`config.mk`:
```
export PLATFORM = sky130hd
export DESIGN_NAME = countdown_irq_timer
export DESIGN_NICKNAME = d
export VERILOG_FILES = /design/src/rtl/timer_pkg.sv /design/src/rtl/timer_ctrl.sv /design/src/rtl/timer_datapath.sv /design/src/rtl/countdown_irq_timer.sv
export SDC_FILE = /design/constraint.sdc
export NUM_CORES = 1
export LEC_CHECK = 0
export CORE_ASPECT_RATIO = 0.7
export CORE_MARGIN = 1
export CORE_UTILIZATION = 59
export CTS_CLUSTER_DIAMETER = 150
export DETAILED_ROUTE_END_ITERATION = 6
export GPL_ROUTABILITY_DRIVEN = 0
export PLACE_DENSITY = 0.92
export SLEW_MARGIN = 30
export SYNTH_ARGS = -nofsm -noshare
export SYNTH_HDL_FRONTEND = slang
export SYNTH_SLANG_ARGS = --single-unit
```
`constraint.sdc`:
```
create_clock -name clk -period 7.1 [get_ports clk]
set_input_delay 0.71 -clock clk [delete_from_list [all_inputs] [get_ports clk]]
set_output_delay 0.71 -clock clk [all_outputs]
set_load 0.05 [all_outputs]
```
`src/rtl/timer_pkg.sv`:
```
package timer_pkg;
  // Strobes from control to the counting datapath
  typedef struct packed {
    logic load;      // initial-count write this cycle
    logic tick;      // prescaler period complete, counter steps
    logic periodic;  // reload on expiry
    logic masked;    // suppress the request
  } ctrlStrobes_t;

  localparam int SHIFT_W = 3;                 // divider exponent width
  localparam int PRESC_W = (1 << SHIFT_W) - 1; // prescaler counter width
endpackage

```
`src/rtl/timer_ctrl.sv`:
```
module timer_ctrl
  import timer_pkg::*;
#(
  parameter int COUNT_W   = 32,
  parameter int ADDR_W    = 12,
  parameter int DATA_W    = 32,
  parameter int VEC_W     = 8,
  parameter logic [ADDR_W-1:0] LVT_ADDR  = 12'h320,
  parameter logic [ADDR_W-1:0] INIT_ADDR = 12'h380,
  parameter logic [ADDR_W-1:0] CUR_ADDR  = 12'h390,
  parameter logic [ADDR_W-1:0] DIV_ADDR  = 12'h3E0
) (
  input  logic               clk,
  input  logic               rstN,
  input  logic               wrEn,
  input  logic [ADDR_W-1:0]  addr,
  input  logic [DATA_W-1:0]  wdata,
  input  logic [COUNT_W-1:0] curCount,
  output ctrlStrobes_t       strobes,
  output logic [VEC_W-1:0]   vector,
  output logic [COUNT_W-1:0] initCount,
  output logic [DATA_W-1:0]  rdata
);
  localparam int MASK_BIT = 16;
  localparam int MODE_BIT = 17;
  localparam int BASE_LO  = 18;

  logic             maskReg, periodicReg;
  logic [1:0]       baseReg;
  logic [3:0]       divCode;
  logic [PRESC_W-1:0] prescCnt;
  logic [SHIFT_W-1:0] divShift;
  logic [PRESC_W:0]   divisor;
  logic [PRESC_W-1:0] divMinus1;
  logic selLvt, selInit, selDiv, running, prescDone;

  assign selLvt  = wrEn && (addr == LVT_ADDR);
  assign selInit = wrEn && (addr == INIT_ADDR);
  assign selDiv  = wrEn && (addr == DIV_ADDR);

  // Register storage
  always_ff @(posedge clk or negedge rstN) begin
    if (!rstN) begin
      vector      <= '0;
      maskReg     <= 1'b1;
      periodicReg <= 1'b0;
      baseReg     <= 2'b00;
      divCode     <= 4'h0;
      initCount   <= '0;
    end else begin
      if (selLvt) begin
        vector      <= wdata[VEC_W-1:0];
        maskReg     <= wdata[MASK_BIT];
        periodicReg <= wdata[MODE_BIT];
        baseReg     <= wdata[BASE_LO+1:BASE_LO];
      end
      if (selDiv)  divCode   <= wdata[3:0];
      if (selInit) initCount <= wdata[COUNT_W-1:0];
    end
  end

  // Divide code to exponent; codes with bit 2 set fall back to /2
  always_comb begin
    if (divCode[2]) divShift = SHIFT_W'(1);
    else            divShift = SHIFT_W'({divCode[3], divCode[1:0]} + 3'd1);
  end

  assign divisor   = {{PRESC_W{1'b0}}, 1'b1} << divShift;
  assign divMinus1 = divisor[PRESC_W-1:0] - PRESC_W'(1);

  assign running   = (curCount != '0);
  assign prescDone = (prescCnt >= divMinus1);

  always_ff @(posedge clk or negedge rstN) begin
    if (!rstN)                            prescCnt <= '0;
    else if (selInit || !running || prescDone) prescCnt <= '0;
    else                                  prescCnt <= prescCnt + PRESC_W'(1);
  end

  always_comb begin
    strobes.load     = selInit;
    strobes.tick     = running && prescDone && !selInit;
    strobes.periodic = periodicReg;
    strobes.masked   = maskReg;
  end

  // Read mux
  always_comb begin
    rdata = '0;
    case (addr)
      LVT_ADDR: begin
        rdata[VEC_W-1:0]         = vector;
        rdata[MASK_BIT]          = maskReg;
        rdata[MODE_BIT]          = periodicReg;
        rdata[BASE_LO+1:BASE_LO] = baseReg;
      end
      INIT_ADDR: rdata[COUNT_W-1:0] = initCount;
      CUR_ADDR:  rdata[COUNT_W-1:0] = curCount;
      DIV_ADDR:  rdata[3:0]         = divCode;
      default:   rdata = '0;
    endcase
  end

  // an initial-count write leaves the prescaler at its start
  assert_presc_restart_R11: assert property (@(posedge clk) disable iff (!rstN)
    selInit |=> (prescCnt == '0));
endmodule

```
`src/rtl/timer_datapath.sv`:
```
module timer_datapath
  import timer_pkg::*;
#(
  parameter int COUNT_W = 32,
  parameter int VEC_W   = 8
) (
  input  logic               clk,
  input  logic               rstN,
  input  ctrlStrobes_t       strobes,
  input  logic [COUNT_W-1:0] loadValue,
  input  logic [COUNT_W-1:0] initCount,
  input  logic [VEC_W-1:0]   vector,
  output logic [COUNT_W-1:0] count,
  output logic               irqValid,
  output logic [VEC_W-1:0]   irqVector
);
  logic expiring;
  assign expiring = strobes.tick && (count == COUNT_W'(1));

  always_ff @(posedge clk or negedge rstN) begin
    if (!rstN) begin
      count     <= '0;
      irqValid  <= 1'b0;
      irqVector <= '0;
    end else begin
      irqValid <= 1'b0;
      if (strobes.load) begin
        count <= loadValue;
      end else if (expiring) begin
        count <= strobes.periodic ? initCount : '0;
        if (!strobes.masked) begin
          irqValid  <= 1'b1;
          irqVector <= vector;
        end
      end else if (strobes.tick) begin
        count <= count - COUNT_W'(1);
      end
    end
  end

  assert_count_step_R4: assert property (@(posedge clk) disable iff (!rstN)
    (strobes.tick && count > COUNT_W'(1)) |=> (count == $past(count) - COUNT_W'(1)));

  assert_irq_after_one_R6: assert property (@(posedge clk) disable iff (!rstN)
    irqValid |-> ($past(count) == COUNT_W'(1)));

  assert_oneshot_idle_R7: assert property (@(posedge clk) disable iff (!rstN)
    (count == '0 && !strobes.load) |=> (count == '0));

  assert_periodic_nonzero_R8: assert property (@(posedge clk) disable iff (!rstN)
    (strobes.periodic && count != '0 && !strobes.load) |=> (count != '0));

  assert_masked_quiet_R9: assert property (@(posedge clk) disable iff (!rstN)
    irqValid |-> !$past(strobes.masked));
endmodule

```
`src/rtl/countdown_irq_timer.sv`:
```
module countdown_irq_timer
  import timer_pkg::*;
#(
  parameter int COUNT_W = 32,
  parameter int ADDR_W  = 12,
  parameter int DATA_W  = 32,
  parameter int VEC_W   = 8
) (
  input  logic              clk,
  input  logic              rstN,
  input  logic              wrEn,
  input  logic [ADDR_W-1:0] addr,
  input  logic [DATA_W-1:0] wdata,
  output logic [DATA_W-1:0] rdata,
  output logic              irqValid,
  output logic [VEC_W-1:0]  irqVector
);
  ctrlStrobes_t       strobes;
  logic [COUNT_W-1:0] curCount;
  logic [COUNT_W-1:0] initCount;
  logic [VEC_W-1:0]   vector;

  timer_ctrl #(
    .COUNT_W(COUNT_W), .ADDR_W(ADDR_W), .DATA_W(DATA_W), .VEC_W(VEC_W)
  ) ctrl (
    .clk(clk), .rstN(rstN), .wrEn(wrEn), .addr(addr), .wdata(wdata),
    .curCount(curCount), .strobes(strobes), .vector(vector),
    .initCount(initCount), .rdata(rdata)
  );

  timer_datapath #(
    .COUNT_W(COUNT_W), .VEC_W(VEC_W)
  ) datapath (
    .clk(clk), .rstN(rstN), .strobes(strobes),
    .loadValue(wdata[COUNT_W-1:0]), .initCount(initCount), .vector(vector),
    .count(curCount), .irqValid(irqValid), .irqVector(irqVector)
  );
endmodule

```
# Word-level counts from Yosys, hierarchy flattened
# Index checks and enable logic that the tools add are counted.
# Widths: inputs -> output; s select.
# word_totals
inputBits	47
n_memories	0
register_bits	96
latchBits	0
ram_bits	0
out_inout_bits	41
wordCells	50
mem_bits_ro	0
# op_classes
div	0
muxes	14
n_eq_ne	5
n_reduce_logical	13
n_mul	0
shifts	1
n_lt_le_gt_ge	1
addsub	4
bitwise_logic	2
# ops
operator	count
$mux 32	4
$eq 12x10->1 const B	4
$eq 32x1->1 const B	1
$reduce_bool 32->1	1
$sub 32x1->32 const B	1
$pmux 12 s2	1
$pmux 4 s3	2
$pmux 4 s4	1
$pmux 8 s2	1
$add 7x1->7 const B	1
$ge 7x7->1	1
$mux 7	1
$shl 1x3->7 const A	1
$sub 7x1->7 const B	1
$logic_and 1x1->1	6
$add 3x1->3 const B	1
$mux 1	3
$mux 3	1
$reduce_and 3->1	1
$reduce_bool 3->1	1
$logic_not 1->1	2
$logic_or 1x1->1	2
$not 1->1	2

# Depth between registers and ports, before layout
# depth
word_depth	10
depth_mapped	16
depth_no_buf	14

# Modules after synthesis
# A second synthesis with hierarchy kept.
# unflattened
cells_unflattened	618
area_unflattened_um2	6233.5
# by_module_without_submodules
mod	seq_area_each_um2	instances	area_each_um2	cells_each
timer_ctrl	1377.6	1	3181.8	268
timer_datapath	1026.0	1	3051.7	350

# Worst setup path before layout
# No wires, ideal clock.
# synth_path
kind	in2out
start	input addr[1]
end	output rdata[16]
required_time_ns	6.390
path_slack_ns	3.574
path_stages	5
t_arrival_ns	2.816
path_cell_list	or4_4 -> nor2_2 -> nand2_1 -> clkbuf_1 -> o21ai_0
# synth_between
elab_chain_len	2
# synth_lines
item	line	rtl
from (decl)	countdown_irq_timer.sv:12	input logic [ADDR_W-1:0] addr,
$eq 12x10->1	timer_ctrl.sv:90	case (addr)
$pmux 4 s3 *	timer_ctrl.sv:90	
to (decl)	countdown_irq_timer.sv:14	output logic [DATA_W-1:0] rdata,
# Every way passes the cells marked *; elsewhere a longest branch is shown, timed or not.

# Worst setup path after layout
# layout_path
start	register ctrl.divCode[0]
end	register datapath.count[15]
# layout_between
elab_chain_len	10
# layout_lines
item	line	rtl
from (decl)	timer_ctrl.sv:30	logic [3:0] divCode;
from (signal assigned)	timer_ctrl.sv:57	if (selDiv) divCode <= wdata[3:0];
$add 3x1->3 *	timer_ctrl.sv:65	else divShift = SHIFT_W'({divCode[3], divCode[1:0]} + 3'd1);
$mux 3 *	timer_ctrl.sv:64	if (divCode[2]) divShift = SHIFT_W'(1);
$shl 1x3->7 *	timer_ctrl.sv:68	assign divisor = {{PRESC_W{1'b0}}, 1'b1} << divShift;
$sub 7x1->7 *	timer_ctrl.sv:69	assign divMinus1 = divisor[PRESC_W-1:0] - PRESC_W'(1);
$ge 7x7->1 *	timer_ctrl.sv:72	assign prescDone = (prescCnt >= divMinus1);
$logic_and 1x1->1 * (2 in a row)	timer_ctrl.sv:82	strobes.tick = running && prescDone && !selInit;
$logic_and 1x1->1	timer_datapath.sv:18	assign expiring = strobes.tick && (count == COUNT_W'(1));
$mux 32	timer_datapath.sv:29	end else if (expiring) begin
$mux 32	timer_datapath.sv:27	if (strobes.load) begin
to (signal assigned)	timer_datapath.sv:28	count <= loadValue;
to (signal assigned)	timer_datapath.sv:30	count <= strobes.periodic ? initCount : '0;
to (signal assigned)	timer_datapath.sv:36	count <= count - COUNT_W'(1);
to (decl)	timer_datapath.sv:13	output logic [COUNT_W-1:0] count,
# Marked as above.
# A chain may end at the register's enable or synchronous reset.

==> flow_summary.yaml <==
timing:
  rsz0062_at_grt: "false"
  setup_tns_ns: 0
  period_needed_ns: 4.714
  clock.fmax_mhz: 212.1
  final_max_slew_viol_count: 0
  finClkSkew_ns: 0.009464
  relSlewSlack_pct: 35.25
  setup_violations: 0
  max_slew.worst_pin.slew_ns: 0.9713
  finalHoldViolCount: 0
  fin_crit_sh_pct: 66.39
clock_network:
  cts_max_level: 3
  numCtsBuffers: 9
  clkTransAtPathRegs_ns: 0.07
  cts_setup_buffers: 0
  holdBufCountCts: 0
  worst_skew_pair.late_latency_ns: 0.35
  tritoncts: "built"
  cts_root_buf: "clkbuf_16"
  clock_sinks: 96
  cts_resized: 0
  clock_path_buffers: 2
place:
  place.port_buffers: 87
  post-dp-hpwl_um: 10600
grt:
  first_global_vias: 5406
  gr-total-overflow: 0
  antenna_found_initial: 0
  grt_pass1_wl_um: 26340
  grt_max_degree: 66
  grt_use_total_pct: 31.91
synthesis:
  synth.avg_cell_area_um2: 8.959
  syn_area_um2: 5976
  ys_ff_latch: 96
  yosys-top-cells-area: "dfrtp_1 40%, nand2_1 8.5%, mux2i_1 5.9%"
  synthesis.nets: 727
  synth-main-ff-cell: "dfrtp_1"
  synthArstFlopShare_pct: 100.0
  yosysTopAreaCell: "dfrtp_1"
  synth_cell_types: 64
  seq_area_frac_synth_pct: 40.22
  yosys.area.top_type_share_pct: 39.78
  synth_warnings: 0
  synth_edf_count: 0
  netlist_instances: 667
final_layout:
  antennaDiodeCount: 0
  drive_gt1_share_pct: 9.277
  areaGrowthSynthToFinish_pct: 19.43
  final_nets: 788
job:
  drv_cap: 0
critical_path:
  start_kind: "flip-flop"
  cp.arrival_ns: 4.92
  crit_path_cell_trace: "ha_1, xor2_1, nand2b_1, nand2_1, ha_1, mux2i_1, a32oi_1, ha_1, and3_1, a221o_1, a31oi_2, nor2_1, buf_4, nand2_1, o221ai_1"
  cp_max_fo: 22
  crit_slowest_cell: "dfrtp_1"
  critPathKind: "flip-flop to flip-flop"
  crit_top_cell: "ha_1"
  max_stage_delay_ns: 0.46
  endpoint_kind: "flip-flop"
  required_ns: 7.30
floorplanning:
  coreArea_um2: 9759
  initial_core_util_pct: 61.23
  die_w_um: 122.3
  rows: 30
  chipHeight_um: 86.20
  die_area_um2: 10540
  io_pins: 88
pwr:
  ir_worst_vdd_uv: 166.2
  leakagePower_nw: 3.184
  p_per_area_nw_per_um2: 261.8
  power.total_mw: 1.868
detailed_routing:
  wl_per_cell_um: 18.39
  drt_iter0_markers: 476
  via_per_inst: 6.274
  ant_nets: 0
  dr.pass1.iters: 5
  detailroute.via_count: 5402
  drcViolationCount: 0
  wl_um: 15830
outcome:
  outcome: "finished, final reports clean"
min_path:
  hold_class: "primary input to async pin"
## report_power, final
group	total [mW]	leakage, nW	internal, mW	switching [mW]
combinational	0.656	1.75	0.258	0.399
sequential	0.728	1.30	0.613	0.115
clock	0.484	0.137	0.275	0.209
total	1.87	3.18	1.14	0.723
## cell usage after synthesis, types with 5 or more instances
master,count
nand2_1,135
dfrtp_1,95
nor2_1,69
mux2i_1,35
o21ai_0,24
a21oi_1,22
clkbuf_1,20
o21ai_1,20
mux2_2,18
buf_2,15
xor2_1,15
nor3_1,14
ha_1,13
nand3_1,11
a31oi_1,10
xnor2_1,10
and3_1,9
a22oi_1,8
mux2_1,8
o211ai_1,8
o31a_1,7
nor4_2,6
a21o_1,5
inv_1,5
nand2b_1,5
o221ai_1,5
## per-stage QoR
stage	util (%)	std cells	area [um2]	setup slack (ns)	hold slack, ns
finish	73.13	861	7137	2.386	0.2952
global route	73.13	861	7137	2.213	0.3333
CTS	73.13	861	7137	2.535	0.3140
detailed placement	70.14	845	6845	2.571	0.4737
global placement	70.08	845	6839	2.629	0.4669
floorplan	-	667	5976	3.574	0.4144
## logic make-up (layout without fill, tap and decap cells)
group	Yosys count	in the layout	share of synthesized area [%]
compound gates	128	128	13.86
xor+xnor	25	25	3.664
flops	96	96	40.22
simple gates	296	296	24.94
mux	61	61	10.76
fa+ha+maj	13	13	2.722
buf+inv	48	114	3.832
## layer usage
metal	wire, um	GRT usage, %
met1	6665	42.10
met2	7614	51.74
met3	1242	6.711
met4	310	12.64
met5	0	0
## state kept, by name (all words and copies together), names as in the netlist
signal              cells
ctrl.initCount         32
datapath.count         32
ctrl.vector             8
datapath.irqVector      8
ctrl.prescCnt           7
ctrl.divCode            4
ctrl.baseReg            2
ctrl.maskReg            1
ctrl.periodicReg        1
datapath.irqValid       1
## area by class of cell
class / count / area (um2)
clock buffer: 12 / 236.5
clock inverter: 4 / 55.05
multi-input combinational: 523 / 3351
fill: 686 / 2623
inverter: 5 / 18.77
sequential: 96 / 2405
tap: 128 / 160.2
timing repair buffer: 93 / 910.9
## layout by cell type, fill, tap and decap left out, types with 9 or more instances in the layout
cell / netlist / final
nor2_1: 69 / 69
o21ai_0: 24 / 24
a31oi_1: 10 / 10
ha_1: 13 / 13
nand2_1: 135 / 134
xor2_1: 15 / 15
nor3_1: 14 / 14
dfrtp_1: 95 / 94
clkdlybuf4s50_1: 0 / 85
and3_1: 9 / 9
a21oi_1: 22 / 22
clkbuf_16: 0 / 9
o21ai_1: 20 / 20
mux2_2: 18 / 18
mux2i_1: 35 / 35
nand3_1: 11 / 10
xnor2_1: 10 / 10
## path summary, 6_finish.rpt
check,start,endpoint,slack (ns),cells after the start
setup / recovery,ctrl.divCode[0]$_DFFE_PN0P_,datapath.count[15]$_DFFE_PN0P_,2.39,15
max in group asynchronous,rstN,ctrl.periodicReg$_DFFE_PN0P_,5.60,2
hold / removal,rstN,ctrl.divCode[0]$_DFFE_PN0P_,0.30,1
hold reg to reg,datapath.irqVector[4]$_DFFE_PN0P_,datapath.irqVector[4]$_DFFE_PN0P_,0.48,1
min in group clk,datapath.irqVector[4]$_DFFE_PN0P_,datapath.irqVector[4]$_DFFE_PN0P_,0.48,1
setup reg to reg,ctrl.divCode[0]$_DFFE_PN0P_,datapath.count[15]$_DFFE_PN0P_,2.39,15
## worst max-delay path, delay by kind of cell, from the launching register on
| kind | cells | cell delay, ns |
|---|---|---|
| AOI/OAI and AO/OA | 4 | 1.13 |
| and+or+nand+nor | 5 | 1.25 |
| adders and majority gates | 3 | 0.79 |
| DFF | 1 | 0.46 |
| muxes | 1 | 0.27 |
| buffers and inverters | 1 | 0.31 |
| xor gates and xnor gates | 1 | 0.35 |
(Power assumes the default switching activity.)
